<file path="config.mk">
export PLATFORM = sky130hd
export DESIGN_NAME = hpb_ctl_bank
export DESIGN_NICKNAME = d
export VERILOG_FILES = /design/src/rtl/hpb_pkg.sv /design/src/rtl/hpb_decode.sv /design/src/rtl/hpb_pipe.sv /design/src/rtl/hpb_ctl_bank.sv
export SDC_FILE = /design/constraint.sdc
export NUM_CORES = 1
export LEC_CHECK = 0
export CAP_MARGIN = 15
export CORE_ASPECT_RATIO = 1.75
export CORE_MARGIN = 10
export CORE_UTILIZATION = 50
export CTS_CLUSTER_SIZE = 8
export DETAILED_ROUTE_END_ITERATION = 7
export PLACE_DENSITY_LB_ADDON = 0.3
export SYNTH_ARGS = -nofsm -noshare
export SYNTH_HDL_FRONTEND = slang
export SYNTH_HIERARCHICAL = 1
export SYNTH_SLANG_ARGS = --single-unit
</file>
<file path="constraint.sdc">
create_clock -name clk -period 2.3 [get_ports clk]
set_input_delay 0.345 -clock clk [delete_from_list [all_inputs] [get_ports clk]]
set_output_delay 0.345 -clock clk [all_outputs]
set_load 0.005 [all_outputs]
</file>
<file path="src/rtl/hpb_pkg.sv">
package hpb_pkg;
    localparam int WORD_W   = 32;
    localparam int NSTAT    = 9;
    localparam int B_BUSY   = 12;
    localparam int B_FIFO   = 14;
    localparam int B_DMA    = 16;
    localparam int B_FRZ    = 17;
    localparam int B_TGL    = 18;
    localparam logic [WORD_W-1:0] SET_OK = 32'h0007_10FF;
    localparam logic [WORD_W-1:0] CLR_OK = 32'h0003_50FF;

    typedef enum logic {
        FC_WAIT  = 1'b0,
        FC_OWNED = 1'b1
    } fc_state_t;
endpackage

</file>
<file path="src/rtl/hpb_decode.sv">
module hpb_decode
    import hpb_pkg::*;
#(
    parameter int NPIPE  = 10,
    parameter int ADDR_W = 8
) (
    input  logic                    bus_wr,
    input  logic [ADDR_W-1:0]       bus_addr,
    input  logic [WORD_W-1:0]       bus_wdata,
    input  logic [NPIPE-1:0]        pipe_is_int,
    input  logic [NPIPE*WORD_W-1:0] words,
    output logic [NPIPE*WORD_W-1:0] set_bits,
    output logic [NPIPE*WORD_W-1:0] clr_bits,
    output logic [WORD_W-1:0]       bus_rdata
);
    localparam int IDX_W = ADDR_W - 4;

    logic [1:0]       region;
    logic [IDX_W-1:0] idx;
    logic             aligned;

    assign region  = bus_addr[ADDR_W-1 -: 2];
    assign idx     = bus_addr[ADDR_W-3:2];
    assign aligned = (bus_addr[1:0] == 2'b00);

    for (genvar i = 0; i < NPIPE; i++) begin : g_dec
        logic hit;
        assign hit = bus_wr && aligned && pipe_is_int[i] && (idx == IDX_W'(i));
        assign set_bits[i*WORD_W +: WORD_W] = (hit && region == 2'd1) ? (bus_wdata & SET_OK) : '0;
        assign clr_bits[i*WORD_W +: WORD_W] = (hit && region == 2'd2) ? (bus_wdata & CLR_OK) : '0;
    end

    always_comb begin
        bus_rdata = '0;
        for (int i = 0; i < NPIPE; i++) begin
            if (idx == IDX_W'(i)) bus_rdata = words[i*WORD_W +: WORD_W];
        end
    end
endmodule

</file>
<file path="src/rtl/hpb_pipe.sv">
module hpb_pipe
    import hpb_pkg::*;
(
    input  logic              clk,
    input  logic              rst_n,
    input  logic [WORD_W-1:0] sw_set,
    input  logic [WORD_W-1:0] sw_clr,
    input  logic              cfg_ok,
    input  logic              stall_evt,
    input  logic              err_flag,
    input  logic              quota_done,
    input  logic              pipe_rst,
    input  logic              pipe_en,
    input  logic              bank_evt,
    input  logic [NSTAT-1:0]  stat,
    output logic [WORD_W-1:0] word_q,
    output logic              toggle_rst,
    output logic              frozen,
    output logic              bank_switch,
    output logic              bank_sel,
    output logic              pipe_irq
);
    fc_state_t  fc_q, fc_d;
    logic [7:0] en_q;
    logic       busy_en_q, dma_dis_q, frz_q, tgl_q;
    logic       rst_prev, en_prev, hw_frz, release_now;

    logic unused_bits;
    assign unused_bits = ^{sw_set[31:19], sw_set[15:13], sw_set[11:8],
                           sw_clr[31:18], sw_clr[15], sw_clr[13], sw_clr[11:8]};

    assign hw_frz = !cfg_ok || stall_evt || err_flag || quota_done ||
                    (pipe_rst && !rst_prev) || (pipe_en && !en_prev);

    // Bank handshake: state register
    always_ff @(posedge clk) begin
        if (!rst_n) fc_q <= FC_WAIT;
        else        fc_q <= fc_d;
    end

    // Bank handshake: next state (BANK_GRANT, BANK_RELEASE)
    always_comb begin
        fc_d = fc_q;
        unique case (fc_q)
            FC_WAIT:  if (bank_evt) fc_d = FC_OWNED;
            FC_OWNED: if (sw_clr[B_FIFO] && !bank_evt) fc_d = FC_WAIT;
            default:  fc_d = FC_WAIT;
        endcase
    end

    assign release_now = (fc_q == FC_OWNED) && (fc_d == FC_WAIT);

    // Bank handshake: outputs
    always_ff @(posedge clk) begin
        if (!rst_n) begin
            bank_switch <= 1'b0;
            bank_sel    <= 1'b0;
        end else begin
            bank_switch <= release_now;
            if (release_now) bank_sel <= !bank_sel;
        end
    end

    always_ff @(posedge clk) begin
        if (!rst_n) begin
            en_q      <= '0;
            busy_en_q <= 1'b0;
            dma_dis_q <= 1'b0;
            frz_q     <= 1'b0;
            tgl_q     <= 1'b0;
            rst_prev  <= 1'b0;
            en_prev   <= 1'b0;
        end else begin
            en_q      <= (en_q | sw_set[7:0]) & ~sw_clr[7:0];
            busy_en_q <= (busy_en_q | sw_set[B_BUSY]) & ~sw_clr[B_BUSY];
            dma_dis_q <= (dma_dis_q | sw_set[B_DMA]) & ~sw_clr[B_DMA];
            frz_q     <= hw_frz || sw_set[B_FRZ] || (frz_q && !sw_clr[B_FRZ]);
            tgl_q     <= sw_set[B_TGL] && !tgl_q;
            rst_prev  <= pipe_rst;
            en_prev   <= pipe_en;
        end
    end

    assign word_q = {13'b0, tgl_q, frz_q, dma_dis_q, 1'b0, (fc_q == FC_OWNED),
                     1'b0, busy_en_q, 4'b0, en_q};
    assign toggle_rst = tgl_q;
    assign frozen     = frz_q;
    assign pipe_irq   = (|(stat[7:0] & en_q)) || (stat[8] && busy_en_q);

    a_r8_toggle_single: assert property (@(posedge clk) disable iff (!rst_n)
        toggle_rst |=> !toggle_rst);
    a_r6_hw_freeze: assert property (@(posedge clk) disable iff (!rst_n)
        hw_frz |=> frozen);
    a_r9_grant: assert property (@(posedge clk) disable iff (!rst_n)
        (bank_evt && fc_q == FC_WAIT) |=> word_q[B_FIFO]);
    a_r10_switch_wait: assert property (@(posedge clk) disable iff (!rst_n)
        bank_switch |-> (fc_q == FC_WAIT) && (bank_sel != $past(bank_sel)));
    a_r4_enables_hold: assert property (@(posedge clk) disable iff (!rst_n)
        (sw_set[7:0] == 8'h00 && sw_clr[7:0] == 8'h00) |=> $stable(word_q[7:0]));
endmodule

</file>
<file path="src/rtl/hpb_ctl_bank.sv">
module hpb_ctl_bank
    import hpb_pkg::*;
#(
    parameter int NPIPE  = 10,
    parameter int ADDR_W = 8
) (
    input  logic                   clk,
    input  logic                   rst_n,
    input  logic                   bus_wr,
    input  logic [ADDR_W-1:0]      bus_addr,
    input  logic [WORD_W-1:0]      bus_wdata,
    output logic [WORD_W-1:0]      bus_rdata,
    input  logic [NPIPE-1:0]       pipe_is_int,
    input  logic [NPIPE-1:0]       cfg_ok,
    input  logic [NPIPE-1:0]       stall_evt,
    input  logic [NPIPE-1:0]       err_flag,
    input  logic [NPIPE-1:0]       quota_done,
    input  logic [NPIPE-1:0]       pipe_rst,
    input  logic [NPIPE-1:0]       pipe_en,
    input  logic [NPIPE-1:0]       bank_evt,
    input  logic [NPIPE*NSTAT-1:0] stat_flags,
    output logic [NPIPE-1:0]       toggle_rst,
    output logic [NPIPE-1:0]       pipe_frozen,
    output logic [NPIPE-1:0]       bank_switch,
    output logic [NPIPE-1:0]       bank_sel,
    output logic [NPIPE-1:0]       pipe_irq,
    output logic                   irq
);
    logic [NPIPE*WORD_W-1:0] words, set_bits, clr_bits;

    hpb_decode #(.NPIPE(NPIPE), .ADDR_W(ADDR_W)) u_dec (
        .bus_wr      (bus_wr),
        .bus_addr    (bus_addr),
        .bus_wdata   (bus_wdata),
        .pipe_is_int (pipe_is_int),
        .words       (words),
        .set_bits    (set_bits),
        .clr_bits    (clr_bits),
        .bus_rdata   (bus_rdata)
    );

    for (genvar i = 0; i < NPIPE; i++) begin : g_pipe
        hpb_pipe u_pipe (
            .clk         (clk),
            .rst_n       (rst_n),
            .sw_set      (set_bits[i*WORD_W +: WORD_W]),
            .sw_clr      (clr_bits[i*WORD_W +: WORD_W]),
            .cfg_ok      (cfg_ok[i]),
            .stall_evt   (stall_evt[i]),
            .err_flag    (err_flag[i]),
            .quota_done  (quota_done[i]),
            .pipe_rst    (pipe_rst[i]),
            .pipe_en     (pipe_en[i]),
            .bank_evt    (bank_evt[i]),
            .stat        (stat_flags[i*NSTAT +: NSTAT]),
            .word_q      (words[i*WORD_W +: WORD_W]),
            .toggle_rst  (toggle_rst[i]),
            .frozen      (pipe_frozen[i]),
            .bank_switch (bank_switch[i]),
            .bank_sel    (bank_sel[i]),
            .pipe_irq    (pipe_irq[i])
        );
    end

    assign irq = |pipe_irq;

    a_r11_summary_irq: assert property (@(posedge clk) disable iff (!rst_n)
        (pipe_irq == '0) |-> !irq);
endmodule

</file>
==> Word-level counts from Yosys, hierarchy flattened <==
Cells that the tools add are included.
{ "totals": {"regBits": 170, "out_inout_bits": 83, "inputBits": 213, "wordCells": 565} }
{ "classes": {"bitwise": 120, "n_reduce_logical": 274, "n_eq_ne": 11, "muxes": 60} }
{ "op_table": {"columns": ["op", "count"], "rows": [
  ["32-bit two-way mux", 9],
  ["19-bit two-way mux", 11],
  ["18-bit two-way mux", 10],
  ["8-bit AND", 20],
  ["1-bit logical AND", 111],
  ["1-bit logical OR", 80],
  ["8-bit NOT", 10],
  ["8-bit OR", 10],
  ["8-bit OR reduction", 10],
  ["1-bit zero test", 70],
  ["1-bit NOT", 40],
  ["1-bit AND", 20],
  ["1-bit two-way mux", 20],
  ["1-bit OR", 20],
  ["1-bit case mux with 2 select lines", 10],
  ["4-bit by 3-bit == test with 1-bit output (second input constant)", 4],
  ["10-bit OR reduction", 1],
  ["4-bit by 2-bit == test with 1-bit output (second input constant)", 2],
  ["4-bit == test (second input constant)", 2],
  ["4-bit by 1-bit == test with 1-bit output (second input constant)", 1],
  ["4-bit zero test", 1],
  ["2-bit by 1-bit == test with 1-bit output (second input constant)", 1],
  ["2-bit == test (second input constant)", 1],
  ["2-bit zero test", 1]
]} }

==> Depth between registers and ports, before layout <==
Gate-level depths: netlist of run 1.
{ "depth": {"depth_word": 11, "mapped_depth": 10, "ltp_nobuf": 7} }

==> By module <==
Netlist of run 1, hierarchy kept.
{ "modules_own_cells": {"columns": ["mod", "area_per_inst_um2", "seq_area_each_um2", "instances", "cells_each"], "rows": [
  ["hpb_decode", 8047.7, 0.0, 1, 1178],
  ["hpb_pipe", 769.5, 340.3, 10, 86],
  ["hpb_ctl_bank", 21.3, 0.0, 1, 4]
]} }

==> Worst setup path after synthesis of run 1 <==
OpenSTA, ideal clock, no wires.
{ "synth_timing": {"kind": "input port to output port", "start": "input port bus_addr[2]", "end": "output port bus_rdata[17]", "cell_stages": 7, "setup_slack_ns": 0.417, "n_path_buf": 3, "t_arrival_ns": 1.538, "path_cell_list": "buf_6 -> buf_6 -> clkbuf_1 -> or3b_2 -> a21oi_1 -> nor3_1 -> nor3_2"} }
{ "synth_between": {"elab_chain_cells": 11} }
{ "synth_rtl": {"columns": ["item", "line_no", "source"], "rows": [
  ["start: declaration", "hpb_ctl_bank.sv:10", "input logic [ADDR_W-1:0] bus_addr,"],
  ["4-bit zero test", "hpb_decode.sv:36", "if (idx == IDX_W'(i)) bus_rdata = words[i*WORD_W +: WORD_W];"],
  ["19-bit two-way mux", "hpb_decode.sv:36", null],
  ["32-bit two-way mux (8 in series)", "hpb_decode.sv:36", null],
  ["32-bit two-way mux (*)", "hpb_decode.sv:36", null],
  ["end: declaration", "hpb_ctl_bank.sv:12", "output logic [WORD_W-1:0] bus_rdata,"]
]} }
Mark *: on every way between the ends. The rest lies on a longest branch, timed or not.

==> Worst setup path after layout of run 1 <==
{ "layout_timing": {"start": "register g_pipe[7].u_pipe.en_q[0]", "end": "output port irq"} }
{ "layout_between": {"elab_chain_cells": 4} }
{ "layout_rtl": {"columns": ["item", "line_no", "source"], "rows": [
  ["start: declaration", "hpb_pipe.sv:24", "logic [7:0] en_q;"],
  ["start signal: assignment", "hpb_pipe.sv:74", "en_q <= (en_q | sw_set[7:0]) & ~sw_clr[7:0];"],
  ["8-bit AND", "hpb_pipe.sv:88", "assign pipe_irq = (|(stat[7:0] & en_q)) || (stat[8] && busy_en_q);"],
  ["8-bit OR reduction", "hpb_pipe.sv:88", null],
  ["1-bit logical OR", "hpb_pipe.sv:88", null],
  ["10-bit OR reduction", "hpb_ctl_bank.sv:65", "assign irq = |pipe_irq;"],
  ["end: declaration", "hpb_ctl_bank.sv:27", "output logic irq"]
]} }
No other way between the ends.

==> metrics, run 1 <==
status finished with violations; violated checks setup timing; chip width 141 µm; most frequent cells in the layout 260 x and2_1, 230 x clkdlybuf4s50_1, 190 x conb_1; Clk pin slew, worst setup/hold paths 0.06 ns; routability cong. 0.944; Power Density 458 mW/mm²; Area Overhead vs Synth 28.2%; max_slew headroom 42.4%; Fin. Hold Viols 0; HPWL Detailed 34800 µm; WS Path Type flop to output pin; share of post-route cells with drive strength above 1 17.8%; total power 0.00748 W; Total Wirelength 44200 µm; Via Count 12200; Overall Global Routing Usage 26.1%; die height 231 µm; hold_sp g_pipe[2].u_pipe/toggle_rst; Combinational Power Share 18.0%; worst skew pair latency 0.44 ns; worst slew pin tran 0.861 ns; drt initial violations 816; drt first pass iters 5; Pint 0.00560 W; peak supply drop 0.574 mV; Final WS setup -0.219 ns; Initial Util 50.5%; post-synthesis cell count 1641; fillers 2219; die footprint 0.0326 mm²; global route overflow 0; CTS Hold Buffers Added 0; yosys warns 6; wire length per cell 19.6 µm; CP Data Required Time 1.96 ns; Core Area 0.0252 mm²; Hold Path Sink g_pipe[2].u_pipe/toggle_rst; worst r2r src g_pipe[1].u_pipe/fc_q; crit path max fanout 2; CTS tree done; Final setup viols 2; Peak Freq 397 MHz; largest net degree at the start of global routing 31; Net Sw Frac 25.1%; commonest non-fill, non-tap cell in the layout and2_1; switching pwr 0.00188 W; PortBufs 276; ANT nets after route 0; worst hold slack 0.455 ns; Multi-input gate area 0.00769 mm²; arrival time at the worst endpoint 2.17 ns; # IOs 296; final slew viol count 0; hold path depth 1; RSZ-0062 raised after global routing yes; Post-route DRC 0; root buffer cell clkbuf_16; placement row count 77; Worst setup SP type flop; H-tree levels 4; clk sinks 170; number of global-route vias before repair 12300; R2R cell count 3; Hold Crit Class flop to flop; Seq pwr share 40.3%; design area 0.0164 mm²; routed vias/inst 5.40; register area 0.00343 mm²; nets@finish 2140; area post-placement 0.0154 mm²; maxcap violations 0; TritonCTS buffer count 17; Leakage 6.89 nW; post-synthesis instance area 0.0128 mm²; final period utilization 110%; reg2reg end g_pipe[1].u_pipe/bank_sel; initial antenna violation count 1; pre-CTS setup slack -0.701 ns; syn avg cell area 7.77 µm²; global-route wire length before repair 67200 µm; Inserted Diodes 0; CP endpoint kind output pin; fin util 64.8%; Clock Power Share 41.7%; Tmin final 2.52 ns; skew final 0.00344 ns; flop-to-flop setup slack 1.42 ns; Clock Tree Buf Depth 2
==> cell type report <==
type / count / share of cell area [%]
Multi-Input combinational cell: 1260 / 47.0
Timing Repair Buffer: 435 / 24.7
Sequential cell: 170 / 21.0
Clock buffer: 20 / 2.85
Tap cell: 316 / 2.42
Clock inverter: 12 / 1.04
Inverter: 43 / 0.987
==> power groups by stage <==
stage | logic [W] | registers (W) | clock network, W
after floorplan | 0.000863 | 0.00307 | 0
after global placement | 0.00131 | 0.00308 | 0
after detailed placement | 0.00132 | 0.00308 | 0
after CTS | 0.00133 | 0.00302 | 0.00315
after global routing | 0.00146 | 0.00302 | 0.00324
final | 0.00135 | 0.00302 | 0.00312
==> registers in the layout (all words and copies together) (netlist names) <==
signal and count:
g_pipe.u_pipe/dma_dis_q 10, g_pipe.u_pipe/busy_en_q 10, g_pipe.u_pipe/en_prev 10, g_pipe.u_pipe/bank_switch 10, g_pipe.u_pipe/rst_prev 10, g_pipe.u_pipe/toggle_rst 10, g_pipe.u_pipe/bank_sel 10, g_pipe.u_pipe/frozen 10
g_pipe.u_pipe/fc_q 10, g_pipe.u_pipe/en_q 80
==> worst max-delay path by stage <==
stage | start | endpoint | slack, ns | cells past startpoint
finish | g_pipe[7].u_pipe/en_q[0] | irq | -0.22 | 7
global placement | bus_addr[5] | bus_rdata[1] | -0.72 | 8
floorplan | bus_addr[2] | bus_rdata[17] | 0.42 | 7
CTS | g_pipe[7].u_pipe/en_q[0] | irq | -0.20 | 7
global route | g_pipe[8].u_pipe/en_q[0] | irq | -0.26 | 7
detailed placement | bus_addr[5] | bus_rdata[6] | -0.70 | 7
==> critical path: stages (launching register included) <==
cell and delay [ns]:
dfxtp_2 0.33, a22o_1 0.25, a221oi_2 0.21, nand3_2 0.14
nor4_4 0.36, buf_4 0.20, nand3_2 0.09, buf_2 0.15
==> through the flow <==
stage / setup TNS [ns] / instances
4_1_cts: -0.333 / 2256
2_1_floorplan: 0 / 1821
5_1_grt: -0.470 / 2256
3_3_place_gp: -31.32 / 2209
3_5_place_dp: -33.88 / 2209
6_report: -0.356 / 2256
==> what timing repair did <==
| item | 4_1_cts | 5_1_grt |
|---|---|---|
| resized for setup | 129 | 23 |
| pin swaps | 26 | 4 |
| cloned | 1 | 0 |
| buffers inserted | 15 | 1 |
| endpoints found under the setup margin | 53 | 32 |
==> layer usage <==
metal / vias to the layer above / share of wire, % / track usage (%)
li1: 5787 / - / -
met1: 5704 / 35 / 26.1
met2: 536 / 51 / 46.5
met3: 156 / 6.8 / 6.18
met4: 2 / 6.7 / 17.7
met5: - / 0.041 / 0
Note: power is estimated with default switching activity, not from simulation.
==> run 2: changes to the inputs <==
- clock period: 2.3 -> 2.9 ns (I/O delays scaled with it)
==> metrics, run 2 (synthesis gave the netlist of run 1 again) <==
share of post-route cells with drive strength above 1 11.2% (was 17.8%); Fin. Hold Viols 0 (unchanged); Total Wirelength 41900 µm (was 44200 µm); reg2reg end g_pipe[5].u_pipe/frozen (was g_pipe[1].u_pipe/bank_sel); worst r2r src g_pipe[5].u_pipe/en_prev (was g_pipe[1].u_pipe/fc_q); drt initial violations 783 (was 816); CP Data Required Time 2.47 ns (was 1.96 ns); final period utilization 98.0%; die height 231 µm (unchanged); Post-Place Cells 2158 (was 2209); Tmin final 2.84 ns; nets@finish 2074 (was 2140); H-tree levels 4 (unchanged); drt first pass iters 6 (was 5); Worst setup SP type flop (unchanged); maxcap violations 0 (unchanged); number of global-route vias before repair 11800 (was 12300); RSZ-0062 raised after global routing yes (unchanged); commonest non-fill, non-tap cell in the layout clkdlybuf4s50_1 (was and2_1); WS Path Type flop to output pin (unchanged); crit path max fanout 3 (was 2); Initial Util 50.5% (unchanged); Crit. Startpoint g_pipe[1].u_pipe/en_q[2] (was g_pipe[7].u_pipe/en_q[0]); Crit-path slowest cell clkdlybuf4s50_1 (was nor4_4); die footprint 0.0326 mm² (unchanged); max reg flops 80 (unchanged); routability cong. 0.961 (was 0.944); status completed (was finished with violations); # IOs 296 (unchanged); CP Cell Sequence mux2i_1 -> a221oi_1 -> nand2_1 -> a21oi_1 -> clkdlybuf4s50_1 (was a22o_1 -> a221oi_2 -> nand3_2 -> nor4_4 -> buf_4 -> nand3_2 -> buf_2); wire length per cell 19.1 µm (was 19.6 µm); CP endpoint kind output pin (unchanged); HPWL Detailed 33500 µm (was 34800 µm); Overall Global Routing Usage 24.7% (was 26.1%); initial antenna violation count 2 (was 1); CTS Hold Buffers Added 0 (unchanged); max_slew headroom 37.2% (was 42.4%); CTS tree done (unchanged); Clock Tree Buf Depth 2 (unchanged); global route overflow 0 (unchanged); most frequent cells in the layout 267 x clkdlybuf4s50_1, 260 x and2_1, 190 x conb_1 (was 260 x and2_1, 230 x clkdlybuf4s50_1, 190 x conb_1); Via Count 11700 (was 12200); flop-to-flop setup slack 2.00 ns (was 1.42 ns); Leakage 6.25 nW (was 6.89 nW); final slew viol count 0 (unchanged); ANT nets after route 0 (unchanged); largest register by flop count g_pipe.u_pipe/en_q (unchanged); R2R cell count 3 (unchanged); fin util 61.6% (was 64.8%); chip width 141 µm (unchanged); largest net degree at the start of global routing 37 (was 31); area post-placement 0.0150 mm² (was 0.0154 mm²); worst skew pair latency 0.43 ns (was 0.44 ns); PortBufs 276 (unchanged); Core Area 0.0252 mm² (unchanged); Hold Crit Class flop to flop (unchanged); global-route wire length before repair 64200 µm (was 67200 µm); design area 0.0156 mm² (was 0.0164 mm²); routed vias/inst 5.35 (was 5.40); peak supply drop 0.424 mV (was 0.574 mV); non-filler cells in the finished layout 2191 (was 2256); Post-CTS Setup Inserts 0 (was 15); Peak Freq 352 MHz; TritonCTS buffer count 17 (unchanged); worst slew pin tran 0.939 ns (was 0.861 ns); placement row count 77 (unchanged); skew final 0.00739 ns (was 0.00344 ns); Area Overhead vs Synth 22.0% (was 28.2%); Worst path max stage delay 0.57 ns (was 0.36 ns); clk sinks 170 (unchanged); arrival time at the worst endpoint 2.41 ns (was 2.17 ns); Worst Setup EP bus_rdata[2] (was irq); Power Density 359 mW/mm² (was 458 mW/mm²); Final setup viols 0 (was 2); root buffer cell clkbuf_16 (unchanged); Clk pin slew, worst setup/hold paths 0.07 ns (was 0.06 ns); Post-route DRC 0 (unchanged)
## run 2: worst min path at each step
stage | end | cells past startpoint | slack, ns | from
2_1_floorplan | g_pipe[0].u_pipe/toggle_rst | 1 | 0.45 | g_pipe[0].u_pipe/toggle_rst
3_3_place_gp | g_pipe[3].u_pipe/toggle_rst | 1 | 0.45 | g_pipe[3].u_pipe/toggle_rst
3_5_place_dp | g_pipe[2].u_pipe/toggle_rst | 1 | 0.46 | g_pipe[2].u_pipe/toggle_rst
4_1_cts | g_pipe[7].u_pipe/toggle_rst | 1 | 0.47 | g_pipe[7].u_pipe/toggle_rst
5_1_grt | g_pipe[2].u_pipe/toggle_rst | 1 | 0.48 | g_pipe[2].u_pipe/toggle_rst
6_report | g_pipe[2].u_pipe/toggle_rst | 1 | 0.47 | g_pipe[2].u_pipe/toggle_rst
## run 2: report_power, final
group	internal (W)	switching, W	leakage [nW]	total, W
clock	0.00119	0.000963	0.258	0.00215
sequential	0.00237	0.0000226	1.38	0.00239
combinational	0.000564	0.000477	4.61	0.00104
total	0.00412	0.00146	6.25	0.00558
## run 2: repair_timing
action	in CTS	in global routing
pin swaps	1	0
setup endpoints to repair	33	22
cloned	0	0
resized for setup	3	12
## run 2: area by class of cell
| class | count | area [µm²] |
|---|---|---|
| Fill cell | 2302 | 9680 |
| Clock buffer | 23 | 488 |
| Timing Repair Buffer | 370 | 3550 |
| Clock inverter | 9 | 65.1 |
| Multi-Input combinational cell | 1259 | 7490 |
| Sequential cell | 170 | 3400 |
| Antenna cell | 1 | 2.50 |
| Inverter | 43 | 161 |
| Tap cell | 316 | 395 |
## run 2: metrics by stage
stage / hold slack, ns / total power [W] / setup WS, ns / setup TNS, ns
4_1_cts: 0.473 / 0.00558 / 0.0132 / 0
3_5_place_dp: 0.461 / 0.00347 / -0.235 / -3.69
6_report: 0.473 / 0.00558 / 0.0573 / 0
2_1_floorplan: 0.445 / 0.00312 / 0.837 / 0
5_1_grt: 0.481 / 0.00577 / -0.0266 / -0.0266
3_3_place_gp: 0.452 / 0.00345 / -0.206 / -3.14
## run 2: critical path, delay by kind of cell, from the launching register on
kind	cells	cell delay (ns)
compound gates	2	0.72
flops	1	0.37
buf+inv	1	0.57
simple gates	1	0.18
mux	1	0.14
## run 2: per-layer routing
metal / vias to the layer above / wire length, µm / GRT usage, %
met2: 448 / 21700 / 44.5
met3: 113 / 2710 / 5.24
li1: 5653 / - / -
met5: - / 18 / 0
met1: 5506 / 15100 / 25.7
met4: 2 / 2350 / 14.3
